**src/rtl/dmw_pkg.sv**
```systemverilog
package dmw_pkg;
  localparam logic [1:0] DIR_NONE  = 2'd0;
  localparam logic [1:0] DIR_READ  = 2'd1;
  localparam logic [1:0] DIR_WRITE = 2'd2;

  typedef enum logic [1:0] {
    ST_IDLE  = 2'd0,
    ST_ISSUE = 2'd1,
    ST_DATA  = 2'd2,
    ST_DONE  = 2'd3
  } dmwState_t;

  // strobes from control to datapath
  typedef struct packed {
    logic capture;
    logic countByte;
  } dmwStrobe_t;
endpackage

```
**src/rtl/dmw_datapath.sv**
```systemverilog
module dmw_datapath
  import dmw_pkg::*;
#(
  parameter int ADDR_W = 32,
  parameter int LEN_W  = 16
) (
  input  logic              clk,
  input  logic              rstN,
  input  dmwStrobe_t        stb,
  input  logic [ADDR_W-1:0] cfgBase,
  input  logic [ADDR_W-1:0] cfgLength,
  input  logic [2:0]        cfgAddrBytes,
  input  logic [1:0]        cfgDir,
  input  logic [ADDR_W-1:0] reqOffset,
  input  logic [LEN_W-1:0]  reqLen,
  output logic [ADDR_W-1:0] seqAddr,
  output logic [LEN_W-1:0]  servedCnt,
  output logic              servedZero,
  output logic              lastByte
);
  localparam int ADDR_BYTES = ADDR_W / 8;

  logic [ADDR_W-1:0] addrMask;
  logic [ADDR_W-1:0] remaining;
  logic [ADDR_W-1:0] reqLenExt;
  logic [LEN_W-1:0]  servedNext;
  logic [ADDR_W-1:0] addrReg;
  logic [LEN_W-1:0]  servedReg;
  logic [LEN_W-1:0]  byteCnt;

  // one mask byte per address byte the template sends
  generate
    for (genvar b = 0; b < ADDR_BYTES; b++) begin : g_mask
      assign addrMask[b*8 +: 8] = (32'(cfgAddrBytes) > b) ? 8'hFF : 8'h00;
    end
  endgenerate

  assign remaining = cfgLength - reqOffset;
  assign reqLenExt = ADDR_W'(reqLen);

  always_comb begin
    if (cfgDir != DIR_READ || reqOffset >= cfgLength || reqLen == '0)
      servedNext = '0;
    else if (reqLenExt <= remaining)
      servedNext = reqLen;
    else
      servedNext = remaining[LEN_W-1:0];
  end

  always_ff @(posedge clk) begin
    if (!rstN) begin
      addrReg   <= '0;
      servedReg <= '0;
      byteCnt   <= '0;
    end else if (stb.capture) begin
      addrReg   <= (cfgBase + reqOffset) & addrMask;
      servedReg <= servedNext;
      byteCnt   <= '0;
    end else if (stb.countByte) begin
      byteCnt <= byteCnt + 1'b1;
    end
  end

  assign seqAddr    = addrReg;
  assign servedCnt  = servedReg;
  assign servedZero = (servedReg == '0);
  assign lastByte   = (byteCnt == servedReg - 1'b1);

  // never more bytes counted than served
  p_byte_bound_r8: assert property (@(posedge clk) disable iff (!rstN)
    stb.countByte |-> (byteCnt < servedReg));

  // served count never exceeds the captured request length
  p_served_le_req_r5: assert property (@(posedge clk) disable iff (!rstN)
    stb.capture |=> (servedReg <= $past(reqLen)));
endmodule

```
**src/rtl/dmw_ctrl.sv**
```systemverilog
module dmw_ctrl
  import dmw_pkg::*;
(
  input  logic       clk,
  input  logic       rstN,
  input  logic       reqValid,
  output logic       reqReady,
  output logic       seqValid,
  input  logic       seqReady,
  input  logic       seqRdValid,
  output logic       rdValid,
  output logic       doneValid,
  input  logic       servedZero,
  input  logic       lastByte,
  output dmwStrobe_t stb
);
  dmwState_t state, stateNext;

  always_ff @(posedge clk) begin
    if (!rstN) state <= ST_IDLE;
    else       state <= stateNext;
  end

  always_comb begin
    stateNext     = state;
    reqReady      = 1'b0;
    seqValid      = 1'b0;
    rdValid       = 1'b0;
    doneValid     = 1'b0;
    stb.capture   = 1'b0;
    stb.countByte = 1'b0;
    unique case (state)
      ST_IDLE: begin
        reqReady = 1'b1;
        if (reqValid) begin
          stb.capture = 1'b1;
          stateNext   = ST_ISSUE;
        end
      end
      ST_ISSUE: begin
        if (servedZero) stateNext = ST_DONE;
        else begin
          seqValid = 1'b1;
          if (seqReady) stateNext = ST_DATA;
        end
      end
      ST_DATA: begin
        rdValid       = seqRdValid;
        stb.countByte = seqRdValid;
        if (seqRdValid && lastByte) stateNext = ST_DONE;
      end
      ST_DONE: begin
        doneValid = 1'b1;
        stateNext = ST_IDLE;
      end
      default: stateNext = ST_IDLE;
    endcase
  end

  // one outstanding request
  p_one_outstanding_r2: assert property (@(posedge clk) disable iff (!rstN)
    (reqValid && reqReady) |=> !reqReady);

  // ready returns right after completion
  p_ready_after_done_r2: assert property (@(posedge clk) disable iff (!rstN)
    doneValid |=> reqReady);

  // operation request holds until taken
  p_hold_op_r4: assert property (@(posedge clk) disable iff (!rstN)
    (seqValid && !seqReady) |=> seqValid);

  // no operation for a zero-byte access
  p_no_empty_op_r6: assert property (@(posedge clk) disable iff (!rstN)
    seqValid |-> !servedZero);

  // completion is a single-cycle pulse
  p_done_pulse_r9: assert property (@(posedge clk) disable iff (!rstN)
    doneValid |=> !doneValid);
endmodule

```
**src/rtl/dmw_read_window.sv**
```systemverilog
module dmw_read_window
  import dmw_pkg::*;
#(
  parameter int ADDR_W = 32,
  parameter int LEN_W  = 16
) (
  input  logic              clk,
  input  logic              rstN,
  input  logic [7:0]        cfgOpcode,
  input  logic [2:0]        cfgAddrBytes,
  input  logic [3:0]        cfgDummyBytes,
  input  logic [1:0]        cfgLanes,
  input  logic [1:0]        cfgDir,
  input  logic [ADDR_W-1:0] cfgBase,
  input  logic [ADDR_W-1:0] cfgLength,
  input  logic              reqValid,
  output logic              reqReady,
  input  logic [ADDR_W-1:0] reqOffset,
  input  logic [LEN_W-1:0]  reqLen,
  output logic              seqValid,
  input  logic              seqReady,
  output logic [7:0]        seqOpcode,
  output logic [ADDR_W-1:0] seqAddr,
  output logic [2:0]        seqAddrBytes,
  output logic [3:0]        seqDummyBytes,
  output logic [1:0]        seqLanes,
  output logic [LEN_W-1:0]  seqLen,
  input  logic              seqRdValid,
  input  logic [7:0]        seqRdData,
  output logic              rdValid,
  output logic [7:0]        rdData,
  output logic              doneValid,
  output logic [LEN_W-1:0]  doneCount
);
  dmwStrobe_t        stb;
  logic              servedZero;
  logic              lastByte;
  logic [LEN_W-1:0]  servedCnt;

  dmw_ctrl u_ctrl (
    .clk       (clk),
    .rstN      (rstN),
    .reqValid  (reqValid),
    .reqReady  (reqReady),
    .seqValid  (seqValid),
    .seqReady  (seqReady),
    .seqRdValid(seqRdValid),
    .rdValid   (rdValid),
    .doneValid (doneValid),
    .servedZero(servedZero),
    .lastByte  (lastByte),
    .stb       (stb)
  );

  dmw_datapath #(.ADDR_W(ADDR_W), .LEN_W(LEN_W)) u_dp (
    .clk         (clk),
    .rstN        (rstN),
    .stb         (stb),
    .cfgBase     (cfgBase),
    .cfgLength   (cfgLength),
    .cfgAddrBytes(cfgAddrBytes),
    .cfgDir      (cfgDir),
    .reqOffset   (reqOffset),
    .reqLen      (reqLen),
    .seqAddr     (seqAddr),
    .servedCnt   (servedCnt),
    .servedZero  (servedZero),
    .lastByte    (lastByte)
  );

  assign seqOpcode     = cfgOpcode;
  assign seqAddrBytes  = cfgAddrBytes;
  assign seqDummyBytes = cfgDummyBytes;
  assign seqLanes      = cfgLanes;
  assign seqLen        = servedCnt;
  assign rdData        = seqRdData;
  assign doneCount     = servedCnt;

  // address steady while the operation waits
  p_addr_stable_r4: assert property (@(posedge clk) disable iff (!rstN)
    (seqValid && !seqReady) |=> $stable(seqAddr));
endmodule

```
**config.mk**
```make
export PLATFORM = sky130hd
export DESIGN_NAME = dmw_read_window
export DESIGN_NICKNAME = d
export VERILOG_FILES = /design/src/rtl/dmw_pkg.sv /design/src/rtl/dmw_datapath.sv /design/src/rtl/dmw_ctrl.sv /design/src/rtl/dmw_read_window.sv
export SDC_FILE = /design/constraint.sdc
export NUM_CORES = 1
export LEC_CHECK = 0
export BUFFER_PORTS_ARGS = -buffer_cell sky130_fd_sc_hd__buf_4
export CORE_MARGIN = 2
export CORE_UTILIZATION = 40
export CTS_BUF_LIST = sky130_fd_sc_hd__clkbuf_8
export DETAILED_ROUTE_END_ITERATION = 7
export PLACE_DENSITY_LB_ADDON = 0.1
export SYNTH_ARGS = -nofsm -noshare
export SYNTH_HDL_FRONTEND = slang
export SYNTH_HIERARCHICAL = 1
export SYNTH_SLANG_ARGS = --single-unit
```
**constraint.sdc**
```tcl
create_clock -name clk -period 12.8 [get_ports clk]
set_input_delay 1.92 -clock clk [delete_from_list [all_inputs] [get_ports clk]]
set_output_delay 1.92 -clock clk [all_outputs]
set_load 0.005 [all_outputs]
```
After elaboration in Yosys (flattened, before gate mapping)
Index checks and enable logic that the tools add are counted.

storage, ports and cells
  output and inout bits = 93
  logic and storage cells = 50
  bits of input ports = 144
  bits in registers = 66

operators by class
  equality and inequality tests = 8
  add/subtract/negate cells = 4
  bitwise logic cells = 2
  reduce and logical (&&, ||, !) cells = 8
  magnitude comparators = 6
  multiplexer cells = 18

operators by type and width
  operator                                                                 number
  32-bit adder                                                             1
  32-bit bitwise AND                                                       1
  32-bit greater-or-equal comparator                                       1
  16-bit by 32-bit <= comparator with 1-bit output                         1
  16-bit zero test                                                         2
  16-bit 2-to-1 mux                                                        2
  8-bit 2-to-1 mux                                                         4
  32-bit subtractor                                                        1
  16-bit by 1-bit adder with 16-bit output, second input constant          1
  16-bit == test                                                           1
  16-bit by 1-bit subtractor with 16-bit output, second input constant     1
  2-bit 2-to-1 mux                                                         4
  2-bit case mux with 4 select lines                                       1
  1-bit 2-to-1 mux                                                         7
  3-bit by 1-bit > comparator with 1-bit output, second input constant     2
  3-bit by 2-bit > comparator with 1-bit output, second input constant     2
  2-bit == test, second input constant                                     2
  2-bit by 1-bit inequality test with 1-bit output, second input constant  2
  3-bit inequality test, second input constant                             1
  3-bit AND reduction                                                      1
  2-bit by 1-bit == test with 1-bit output, second input constant          1
  2-bit zero test                                                          1
  1-bit logical OR                                                         2
  2-bit inequality test, second input constant                             1
  other kinds (3)                                                          3

Longest topological paths before layout
  depth in word-level cells = 5
  gate-level depth with buffers = 23
  mapped depth without buffers = 20

Modules after synthesis
Netlist, hierarchy kept.

modules (own cells, without submodules)
  module           sequential area each (um^2)  cells an instance  area an instance (um^2)  instances
  dmw_datapath     1281.2                       930                7070.5                   1
  dmw_read_window  0.0                          41                 307.8                    1
  dmw_ctrl         40.0                         24                 221.5                    1

Least setup slack after synthesis
No wires, ideal clock.

  path kind = input to register
  start = input port cfgLength[0]
  end = register u_dp.servedReg[10], in the netlist u_dp/servedCnt[10]
  buffers on the path = 3
  cell stages on the path = 23
  library setup time = 130 ps
  required time = 12670 ps
  slack = 7102 ps
  arrival = 5568 ps
  path through = inv_1 ha_1 inv_1 fa_1 a211oi_1 nor4_1 nor2_1 nand2b_1 a21oi_1 xor2_1 ha_1 nand4_1 or3_1 a21oi_1 o32a_1 o2111ai_1 nor4_1 o2111a_1 buf_4 and2_1 buf_6 buf_6 o211ai_1

on the way
  cells in the longest elaborated chain, start to end = 4
  elaborated cells between the ends (all ways) = 7
  those cells by class = 1 x add/sub; 2 x order compare; 2 x mux; 2 x reduce/logical

RTL lines
  item                                                                                         line                                    source
  start, declared                                                                              dmw_read_window.sv:15                   input logic [ADDR_W-1:0] cfgLength,
  32-bit subtractor / 32-bit greater-or-equal comparator (equally long branches)               dmw_datapath.sv:38, dmw_datapath.sv:42
  16-bit by 32-bit <= comparator with 1-bit output / 1-bit logical OR (equally long branches)  dmw_datapath.sv:44, dmw_datapath.sv:42
  16-bit 2-to-1 mux / 1-bit logical OR (equally long branches)                                 dmw_datapath.sv:44, dmw_datapath.sv:42
  16-bit 2-to-1 mux (*)                                                                        dmw_datapath.sv:42                      if (cfgDir != DIR_READ || reqOffset >= cfgLength || reqLen == '0)
  end signal, assigned                                                                         dmw_datapath.sv:57                      servedReg <= servedNext;
  end, declared                                                                                dmw_datapath.sv:28                      logic [LEN_W-1:0] servedReg;

Mark *: on every way between the ends. The rest lies on a longest branch, timed or not.
A chain may end at the register's enable or synchronous reset.

Final worst setup path
  start = input port cfgLength[0]
  end = register u_dp.servedReg[12], in the netlist u_dp/servedCnt[12]

The elaborated chain is that of the path after synthesis.

==> impl_results.md <==
- Outcome: complete, no violations
- Critical path launch point type: input port
- Layout cells sized above 1: 21.0%
- Total grt overflow: 0
- CP required: 13.03 ns
- Fin crit period: 6.62 ns
- RSZ-0062 raised after global routing: false
- Longest Clk Path Bufs: 2
- Slew Limit Fails: 0
- CP arrival: 6.85 ns
- Syn. warnings: 6
- Post-CTS Setup Inserts: 0
- Final Non-Filler Cells: 1360
- # hold bufs at CTS: 0
- Final net count: 1353
- Worst path top cell family by delay: simple AND/OR/NAND/NOR gates
- Root buf cell: clkbuf_8
- Largest area contributor in the netlist: dfxtp_1
- Post-Syn Nets: 1227
- Final Cycle Share: 51.7%
- Mean post-synth cell area: 7.64 um^2
- Fillers: 1953
- Die X: 142 um
- LEAKAGE: 0.00424 uW
- TritonCTS clock tree: yes
- GRT Total Usage: 22.5%
- Post-synth top cells: nand2_1 (96), ha_1 (86), nor2_1 (85)
- Max Fclk: 151 MHz
- Headroom to the max-slew limit: 32.6%
- VDD IR-drop max: 46.7 uV
- CP max-delay cell: and2_1
- Area Overhead vs Synth: 19.3%
- Worst-Margin Slew: 1.01 ns
- MaxCap Viol Count: 0
- Top Metal Used: met4
- Max incr delay on CP: 0.64 ns
- Dpl hpwl: 18.3 mm
- Metal2 WL: 10.5 mm
- Ys async rst share: 0%
- M1 wire length: 10.7 mm
- Clk_lat worst skew: 0.38 ns
- Core footprint: 18700 um^2
- Synth cell types: 83
- Wirelength per Cell: 16.6 um
- Vias in the first global route: 7168
- First-pass GRT wire length: 36.5 mm
- CTS sink count: 66
- FF/Latch Area: 1320 um^2
- Iter 0 DRT Violations: 523
- Vias: 7604
- Num CTS Buffers: 9
- Die extent in y: 142 um
- Cell count after synthesis: 995
- Worst-path fanout max: 18
- Vias per cell: 5.59
- Clock skew: 0.0158 ns
- Area fraction of the dominant cell type after synthesis: 17.4%
- Post-synth EDFFs: 0
- CP cell instances: buf_4 > inv_1 > ha_1 > inv_1 > fa_1 > a211oi_1 > nor4_1 > nor2_1 > nand2b_1 > a21oi_1 > xor2_1 > ha_1 > nand4_1 > or3_1 > a21oi_1 > o32a_1 > o2111ai_1 > nor4_1 > o2111a_1 > and2_1 > o211ai_1
- Worst path bufs/invs: 3
- Post-route ant nets: 0
- Synth Register Bits: 66
- CP Capture Type: flip-flop
- CTS resizes: 0
- Setup CP Type: input port to flip-flop
- Row count: 50
- HP Class: flip-flop to flip-flop
- Power per standard cell area: 94.5 nW/um^2
- Most frequent cell after synthesis: nand2_1
- Starting Density: 40.6%
- Antenna violations before repair: 0
- Ports: 237
- Largest cells by area after synthesis: dfxtp_1 (17%), ha_1 (14%), a21oi_1 (5.1%)
- Routability cong.: 0.892
- IO buf count: 192
- Final WL: 22.6 mm
- Sequential area share after synthesis: 17.4%
- DRC: 0
- Count of final hold-check violations: 0
- Placed cell count: 1344
- Pin count of the biggest net entering global routing: 31
- Final Setup Violations: 0
- Router iterations before antenna repair: 6
- Cell area after synthesis: 7600 um^2
- Top_reg_cell synth: dfxtp_1
- Die area: 20100 um^2
- Antenna cells: 0
- WL met3: 1.21 mm
- Max H-tree Level: 3
- Setup TNS: 0 ns
- Multi-input logic area: 5600 um^2
- Worst-path clk slew: 0.09 ns
-- placed cells by master (no fill, tap or decap), types with 12 or more instances in the layout --
cell / Yosys / routed
o211ai_1: 19 / 19
nor3_1: 20 / 20
a32oi_1: 15 / 15
o21ai_0: 46 / 46
inv_1: 54 / 54
nand3_1: 19 / 19
xor2_1: 39 / 39
dfxtp_1: 66 / 66
a21o_1: 29 / 29
buf_4: 43 / 193
ha_1: 86 / 86
xnor2_1: 32 / 32
mux2i_1: 12 / 12
nand2_1: 96 / 96
nand2b_1: 13 / 13
nor2_1: 85 / 85
a21oi_1: 77 / 77
nand4_1: 30 / 30
a22o_1: 20 / 20
-- sequential cells by signal, summed over array words and instances, names as in the netlist --
name,flops
u_dp/servedCnt,16
u_ctrl/state,2
u_dp/byteCnt,16
u_dp/seqAddr,32
-- through the flow --
step	total power [uW]	setup WS (ns)	hold slack, ns	instance area (um^2)	utilization [%]
CTS	865	6.32	0.467	9060	48.5
floorplan	531	7.10	0.444	7600	-
global route	924	5.85	0.493	9060	48.5
finish	857	6.18	0.467	9060	48.5
detailed placement	665	5.91	0.448	8860	47.4
global placement	664	6.09	0.438	8860	47.4
-- worst reg2reg max path: cells and delay by family (launching register included) --
kind / cells / cell delay, ns
AOI/OAI and AO/OA: 4 / 1.62
xor gates and xnor gates: 1 / 0.16
adders and majority gates: 1 / 0.18
buffers and inverters: 1 / 0.10
DFF: 1 / 0.36
muxes: 1 / 0.21
and+or+nand+nor: 6 / 1.34
-- kinds of logic (layout without fill, tap and decap cells) --
kind of cell               count (synthesis)  after routing  synth area share, %
and+or+nand+nor                          333            333                 21.7
DFF                                       66             66                 17.4
adders and majority gates                 88             88                 14.7
AOI/OAI and AO/OA                        292            292                 27.3
xor gates and xnor gates                  71             71                 8.18
muxes                                     13             13                 1.73
buffers and inverters                    132            263                 9.04
-- cell type report --
| class | instances | share of cell area, % |
|---|---|---|
| inverters | 54 | 2.24 |
| clock inverters | 7 | 0.842 |
| clock buffers | 9 | 1.37 |
| multi-input cells | 797 | 61.8 |
| repair buffers | 193 | 16.0 |
| well taps | 234 | 3.23 |
| flip-flops and latches | 66 | 14.6 |
-- power breakdown --
part	switching, uW	internal (uW)	total, uW
combinational	224	191	415
clock	103	91.3	194
sequential	18.9	229	247
-- path summary, 6_finish.rpt --
path / start / endpoint / slack (ns) / depth (start not counted)
worst max-delay path: cfgLength[0] / u_dp/servedCnt[12] / 6.18 / 21
worst min-delay path: u_dp/seqAddr[11] / u_dp/seqAddr[11] / 0.47 / 2
worst max register to register: u_dp/servedCnt[0] / u_ctrl/state[1] / 8.76 / 14
worst min register to register: u_dp/seqAddr[11] / u_dp/seqAddr[11] / 0.47 / 2
-- metal layers --
layer	track usage, %	vias up
li1	-	3865
met1	30.2	3507
met2	37.5	211
met3	4.66	21
met4	4.42	0
met5	0	-
Note: power is estimated with default switching activity, not from simulation.
